==> config.mk <==
export PLATFORM = sky130hd
export DESIGN_NAME = irqf_ctrl
export DESIGN_NICKNAME = d
export VERILOG_FILES = /design/src/rtl/irqf_pkg.sv /design/src/rtl/irqf_flag_reg.sv /design/src/rtl/irqf_enable_reg.sv /design/src/rtl/irqf_irq_eval.sv /design/src/rtl/irqf_ctrl.sv
export SDC_FILE = /design/constraint.sdc
export NUM_CORES = 1
export LEC_CHECK = 0
export BUFFER_PORTS_ARGS = -buffer_cell sky130_fd_sc_hd__buf_2
export CORE_MARGIN = 5
export CORE_UTILIZATION = 32
export CTS_CLUSTER_SIZE = 28
export DETAILED_ROUTE_END_ITERATION = 12
export HOLD_SLACK_MARGIN = 0.06
export PLACE_DENSITY = 0.67
export SLEW_MARGIN = 40
export SYNTH_ARGS = -nofsm -noshare
export SYNTH_HDL_FRONTEND = slang
export SYNTH_SLANG_ARGS = --single-unit
export TNS_END_PERCENT = 30
==> constraint.sdc <==
create_clock -name clk -period 1.3 [get_ports clk]
set_input_delay 0 -clock clk [delete_from_list [all_inputs] [get_ports clk]]
set_output_delay 0 -clock clk [all_outputs]
set_load 0.01 [all_outputs]
==> src/rtl/irqf_pkg.sv <==
package irqf_pkg;

    localparam int unsigned IRQF_NUM_SRC = 5;
    localparam int unsigned IRQF_DATA_W  = 8;

    typedef enum logic {
        SEL_FLAG   = 1'b0,
        SEL_ENABLE = 1'b1
    } irqf_sel_e;

endpackage

==> src/rtl/irqf_flag_reg.sv <==
module irqf_flag_reg #(
    parameter int unsigned NSRC = 5
) (
    input  logic            clk,
    input  logic            rst_n,
    input  logic            wr_en,
    input  logic [NSRC-1:0] wdata,
    input  logic [NSRC-1:0] set_pulse,
    output logic [NSRC-1:0] flag_d,
    output logic [NSRC-1:0] flag_q
);

    typedef struct packed {
        logic [NSRC-1:0] flag;
    } flag_state_t;

    flag_state_t st_d, st_q;

    // Per bit: a pulse forces 1; otherwise a write replaces the bit; otherwise hold.
    always_comb begin
        st_d = st_q;
        for (int i = 0; i < NSRC; i++) begin
            if (set_pulse[i]) begin
                st_d.flag[i] = 1'b1;
            end else if (wr_en) begin
                st_d.flag[i] = wdata[i];
            end
        end
    end

    always_ff @(posedge clk or negedge rst_n) begin
        if (!rst_n) begin
            st_q <= '0;
        end else begin
            st_q <= st_d;
        end
    end

    assign flag_d = st_d.flag;
    assign flag_q = st_q.flag;

    for (genvar g = 0; g < NSRC; g++) begin : g_chk
        p_pulse_sets_r4: assert property (@(posedge clk) disable iff (!rst_n)
            set_pulse[g] |=> flag_q[g]);
        p_sticky_r4: assert property (@(posedge clk) disable iff (!rst_n)
            (flag_q[g] && !wr_en && !set_pulse[g]) |=> flag_q[g]);
        p_pulse_wins_r8: assert property (@(posedge clk) disable iff (!rst_n)
            (set_pulse[g] && wr_en && !wdata[g]) |=> flag_q[g]);
    end

    p_flag_write_r2: assert property (@(posedge clk) disable iff (!rst_n)
        (wr_en && set_pulse == '0) |=> flag_q == $past(wdata));

endmodule

==> src/rtl/irqf_enable_reg.sv <==
module irqf_enable_reg #(
    parameter int unsigned DW = 8
) (
    input  logic          clk,
    input  logic          rst_n,
    input  logic          wr_en,
    input  logic [DW-1:0] wdata,
    output logic [DW-1:0] en_d,
    output logic [DW-1:0] en_q
);

    typedef struct packed {
        logic [DW-1:0] en;
    } en_state_t;

    en_state_t st_d, st_q;

    always_comb begin
        st_d = st_q;
        if (wr_en) begin
            st_d.en = wdata;
        end
    end

    always_ff @(posedge clk or negedge rst_n) begin
        if (!rst_n) begin
            st_q <= '0;
        end else begin
            st_q <= st_d;
        end
    end

    assign en_d = st_d.en;
    assign en_q = st_q.en;

    p_en_store_r3: assert property (@(posedge clk) disable iff (!rst_n)
        wr_en |=> en_q == $past(wdata));

    p_en_hold_r3: assert property (@(posedge clk) disable iff (!rst_n)
        !wr_en |=> $stable(en_q));

endmodule

==> src/rtl/irqf_irq_eval.sv <==
module irqf_irq_eval #(
    parameter int unsigned NSRC = 5
) (
    input  logic            clk,
    input  logic            rst_n,
    input  logic [NSRC-1:0] flag_nxt,
    input  logic [NSRC-1:0] en_nxt,
    output logic            irq_q
);

    typedef struct packed {
        logic irq;
    } irq_state_t;

    irq_state_t      st_d, st_q;
    logic [NSRC-1:0] hit;

    for (genvar g = 0; g < NSRC; g++) begin : g_hit
        assign hit[g] = flag_nxt[g] & en_nxt[g];
    end

    // Evaluated from next-state values so the line moves at the same edge as the registers.
    always_comb begin
        st_d     = st_q;
        st_d.irq = |hit;
    end

    always_ff @(posedge clk or negedge rst_n) begin
        if (!rst_n) begin
            st_q <= '0;
        end else begin
            st_q <= st_d;
        end
    end

    assign irq_q = st_q.irq;

endmodule

==> src/rtl/irqf_ctrl.sv <==
module irqf_ctrl #(
    parameter int unsigned NUM_SRC = irqf_pkg::IRQF_NUM_SRC,
    parameter int unsigned DATA_W  = irqf_pkg::IRQF_DATA_W
) (
    input  logic               clk,
    input  logic               rst_n,
    input  logic               reg_sel,
    input  logic               wr_en,
    input  logic [DATA_W-1:0]  wr_data,
    output logic [DATA_W-1:0]  rd_data,
    input  logic [NUM_SRC-1:0] src_pulse,
    output logic               irq
);
    import irqf_pkg::*;

    localparam int unsigned PAD_W = DATA_W - NUM_SRC;

    logic               wr_flag, wr_enable;
    logic [NUM_SRC-1:0] flag_d, flag_q;
    logic [DATA_W-1:0]  en_d, en_q;
    logic [DATA_W-1:0]  flag_view;

    assign wr_flag   = wr_en && (irqf_sel_e'(reg_sel) == SEL_FLAG);
    assign wr_enable = wr_en && (irqf_sel_e'(reg_sel) == SEL_ENABLE);

    irqf_flag_reg #(.NSRC(NUM_SRC)) u_flag (
        .clk       (clk),
        .rst_n     (rst_n),
        .wr_en     (wr_flag),
        .wdata     (wr_data[NUM_SRC-1:0]),
        .set_pulse (src_pulse),
        .flag_d    (flag_d),
        .flag_q    (flag_q)
    );

    irqf_enable_reg #(.DW(DATA_W)) u_enable (
        .clk   (clk),
        .rst_n (rst_n),
        .wr_en (wr_enable),
        .wdata (wr_data),
        .en_d  (en_d),
        .en_q  (en_q)
    );

    irqf_irq_eval #(.NSRC(NUM_SRC)) u_eval (
        .clk      (clk),
        .rst_n    (rst_n),
        .flag_nxt (flag_d),
        .en_nxt   (en_d[NUM_SRC-1:0]),
        .irq_q    (irq)
    );

    // Unused flag positions read as ones.
    assign flag_view = {{PAD_W{1'b1}}, flag_q};

    always_comb begin
        rd_data = (irqf_sel_e'(reg_sel) == SEL_ENABLE) ? en_q : flag_view;
    end

    p_irq_match_r5: assert property (@(posedge clk) disable iff (!rst_n)
        irq == |(flag_q & en_q[NUM_SRC-1:0]));

    p_enable_raises_r6: assert property (@(posedge clk) disable iff (!rst_n)
        (wr_enable && src_pulse == '0 && |(flag_q & wr_data[NUM_SRC-1:0])) |=> irq);

    p_flag_clear_drops_r7: assert property (@(posedge clk) disable iff (!rst_n)
        (wr_flag && !wr_enable && src_pulse == '0 &&
         (wr_data[NUM_SRC-1:0] & en_q[NUM_SRC-1:0]) == '0) |=> !irq);

    p_upper_en_ignored_r9: assert property (@(posedge clk) disable iff (!rst_n)
        ((flag_q & en_q[NUM_SRC-1:0]) == '0) |-> !irq);

    p_pad_ones_r2: assert property (@(posedge clk) disable iff (!rst_n)
        flag_view[DATA_W-1:NUM_SRC] == {PAD_W{1'b1}});

endmodule

==> results.py <==
metrics = {
    "outcome": {
        "status": "complete, but fails checks",
        "violations": "setup timing",
    },
    "cells_and_area": {
        "multi_input_area_um2": 449,
        "design_area_um2": 1210,
        "drive_gt1_frac": 0.504,
        "seq_area_um2": 350,
        "fillers": 219,
        "syn2layout_area_growth_pct": 47.9,
        "antenna_cells": 0,
        "nets": 137,
    },
    "synthesis": {
        "synth.area.top_cells": "dfrtp_1 (43%), mux2_2 (22%), o22ai_1 (6.1%), a211o_1 (5.4%), nor2b_1 (5.4%)",
        "synth.most_common_cell": "mux2_2",
        "yosys_warnings": 0,
        "ys_ff_latch": 14,
        "synth_commonest_cells": "mux2_2 (16), dfrtp_1 (14), o22ai_1 (8), nor2b_1 (7), a211o_1 (5)",
        "ys_types": 16,
        "synth_top_area_cell": "dfrtp_1",
        "async_flop_share": 1.00,
        "syn-num-nets": 87,
        "ys_seq_area_frac": 0.428,
        "synth_cells": 70,
        "synth-edff-count": 0,
        "yosysTopAreaCellShare": 0.428,
        "syn-cell-area_um2": 818,
        "synth_ff_type": "dfrtp_1",
        "postSynthAreaPerCell_um2": 11.7,
    },
    "setup_path": {
        "arrival_ps": 1580,
        "crit_cells": 4,
        "r2r-end": "u_eval.irq_q$_DFF_PN0_",
        "worst-path-buf-inv": 0,
        "worstSetupPathType": "reg -> reg",
        "cp_slowest_stage_delay_ps": 510,
        "crit_chain": "mux2_4, o22ai_2, a21oi_1, or4_1",
        "cp_slowest_cell": "or4_1",
        "worstReg2RegStart": "u_flag.flag_q[0]$_DFF_PN0_",
        "worst_setup_path_end_kind": "register",
        "start_kind": "register",
        "crit_path_max_fanout": 2,
        "crit_required_ps": 1470,
        "reg2regPathDepth": 4,
        "r2r_setup_slack_ps": -110,
        "cp_top_family": "simple AND/OR/NAND/NOR gates",
    },
    "timing": {
        "tightest_slew_ps": 334,
        "fmax_mhz": 708,
        "post-route-period-util": 1.09,
        "finalClockSkew_ps": 4.93,
        "holdWs_ps": 128,
        "hold_violations": 0,
        "setup_slack_ps": -112,
        "slew_viol_final": 0,
        "min_period_ps": 1410,
        "setup_violations": 1,
        "rsz0062_at_grt": "true",
        "relSlewSlack": 0.777,
    },
    "floorplanning": {
        "initial_core_util": 0.333,
        "die_area_um2": 3670,
        "core_um2": 2450,
        "die_w_um": 60.6,
        "row_count": 18,
        "io_pins": 26,
        "die_h_um": 60.6,
    },
    "cts": {
        "cts_buffers": 3,
        "cts_max_level": 1,
        "clkTransAtPathRegs_ps": 100,
        "cts.sinks": 14,
        "root_buffer": "clkbuf_4",
        "clk_latency_ps": 290,
        "ctsLongestPathBuffers": 2,
        "cts_tree": "built",
    },
    "placement": {
        "hpwl_um": 1420,
        "post_dp_cell_area_um2": 1010,
        "numPortBuffers": 25,
        "routabilityCongestion": 0.737,
    },
    "power_and_ir_drop": {
        "cellPowerDensity_nw_per_um2": 982,
        "ir_drop_mv": 0.635,
        "power.leakage_uw": 0.000519,
        "power_uw": 1190,
    },
    "drt": {
        "drt-total-wl_um": 2080,
        "ant_nets": 0,
        "drc": 0,
        "wire_per_inst_um": 14.0,
        "dr_total_vias": 744,
        "drt_iter0_markers": 25,
        "firstDrtPassIters": 4,
        "viasPerCell": 4.99,
    },
    "grt": {
        "grtUsageTotal": 0.128,
        "grt_overflow": 0,
        "antenna_found_initial": 0,
        "grt_util_met1": 0.165,
        "grt_pass1_wl_um": 3550,
        "use_met2": 0.209,
        "use_met3": 0.0319,
        "busiest_layer": "met2",
        "grt_start_max_net_pins": 15,
        "grt_pass1_vias": 778,
    },
    "min_path": {
        "holdCritPathClass": "in -> async",
    },
    "run": {
        "cap_violations": 0,
    },
}
## state kept, by name, indices dropped and copies added, names as in the netlist
name / flops
u_enable.en_q: 8
u_flag.flag_q: 5
u_eval.irq_q: 1
## worst max-delay path by stage
| stage | start | end |
|---|---|---|
| floorplan | u_flag.flag_q[3]$_DFF_PN0_ | u_eval.irq_q$_DFF_PN0_ |
| finish | u_flag.flag_q[0]$_DFF_PN0_ | u_eval.irq_q$_DFF_PN0_ |
| CTS | u_flag.flag_q[3]$_DFF_PN0_ | u_eval.irq_q$_DFF_PN0_ |
| global placement | u_flag.flag_q[3]$_DFF_PN0_ | u_eval.irq_q$_DFF_PN0_ |
| global route | u_flag.flag_q[4]$_DFF_PN0_ | u_eval.irq_q$_DFF_PN0_ |
| detailed placement | u_flag.flag_q[3]$_DFF_PN0_ | u_eval.irq_q$_DFF_PN0_ |
## final cells by class
cell class	instances	share of cell area
clock buffers	4	0.0300
inverters	1	0.00310
multi-input cells	52	0.371
flip-flops and latches	14	0.290
well taps	30	0.0310
repair buffers	48	0.275
## routing by layer
metal / vias up / wire [um]
met5: - / 0
met4: 0 / 0
met3: 0 / 119
met2: 25 / 1030
met1: 358 / 938
li1: 361 / -
## report_power, final
part / total, uW / switching [uW] / internal [uW]
clock network: 331 / 160 / 170
logic: 343 / 141 / 202
registers: 514 / 29.8 / 484
total: 1190 / 331 / 857
## layout by cell type (no fill, tap or decap)
| cell | count |
|---|---|
| a211o_1 | 5 |
| a21oi_1 | 3 |
| and2_4 | 1 |
| buf_2 | 25 |
| buf_4 | 9 |
| clkbuf_4 | 3 |
| clkbuf_8 | 1 |
| dfrtp_1 | 14 |
| dlygate4sd3_1 | 14 |
| inv_1 | 1 |
| mux2_2 | 16 |
| mux2_4 | 2 |
| nand2b_1 | 3 |
| nor2_1 | 3 |
| nor2b_1 | 7 |
| o21a_1 | 2 |
| o22ai_1 | 6 |
| o22ai_2 | 3 |
| or4_1 | 1 |
## repair_timing
action | 4_1_cts | 5_1_grt
pin swaps | 0 | 1
hold endpoints to repair | 27 | 0
buffers inserted | 1 | 0
resized for setup | 1 | 1
endpoints found under the setup margin | 1 | 1
hold buffers | 14 | 0
## worst reg2reg max path: cells and delay by family, from the launching register on
kind / cells / cell delay (ps)
and+or+nand+nor: 1 / 510
muxes: 1 / 270
AOI/OAI and AO/OA: 2 / 130
DFF: 1 / 390
## stage by stage
| stage | std cells | setup TNS, ps | utilization | setup slack (ps) |
|---|---|---|---|---|
| 2_1_floorplan | 70 | -89.7 | - | -89.7 |
| 3_3_place_gp | 130 | -117 | 0.413 | -117 |
| 4_1_cts | 149 | -117 | 0.490 | -117 |
| 6_report | 149 | -112 | 0.493 | -112 |
| 5_1_grt | 149 | -169 | 0.493 | -169 |
| 3_5_place_dp | 130 | -135 | 0.413 | -135 |
## cells by family after synthesis
logic type      count (synthesis)  synth area share
compound gates                 19             0.167
flops                          14             0.428
buf+inv                         4            0.0382
mux                            18             0.257
simple gates                   15             0.110
No activity file was read; power rests on OpenSTA's default activity.
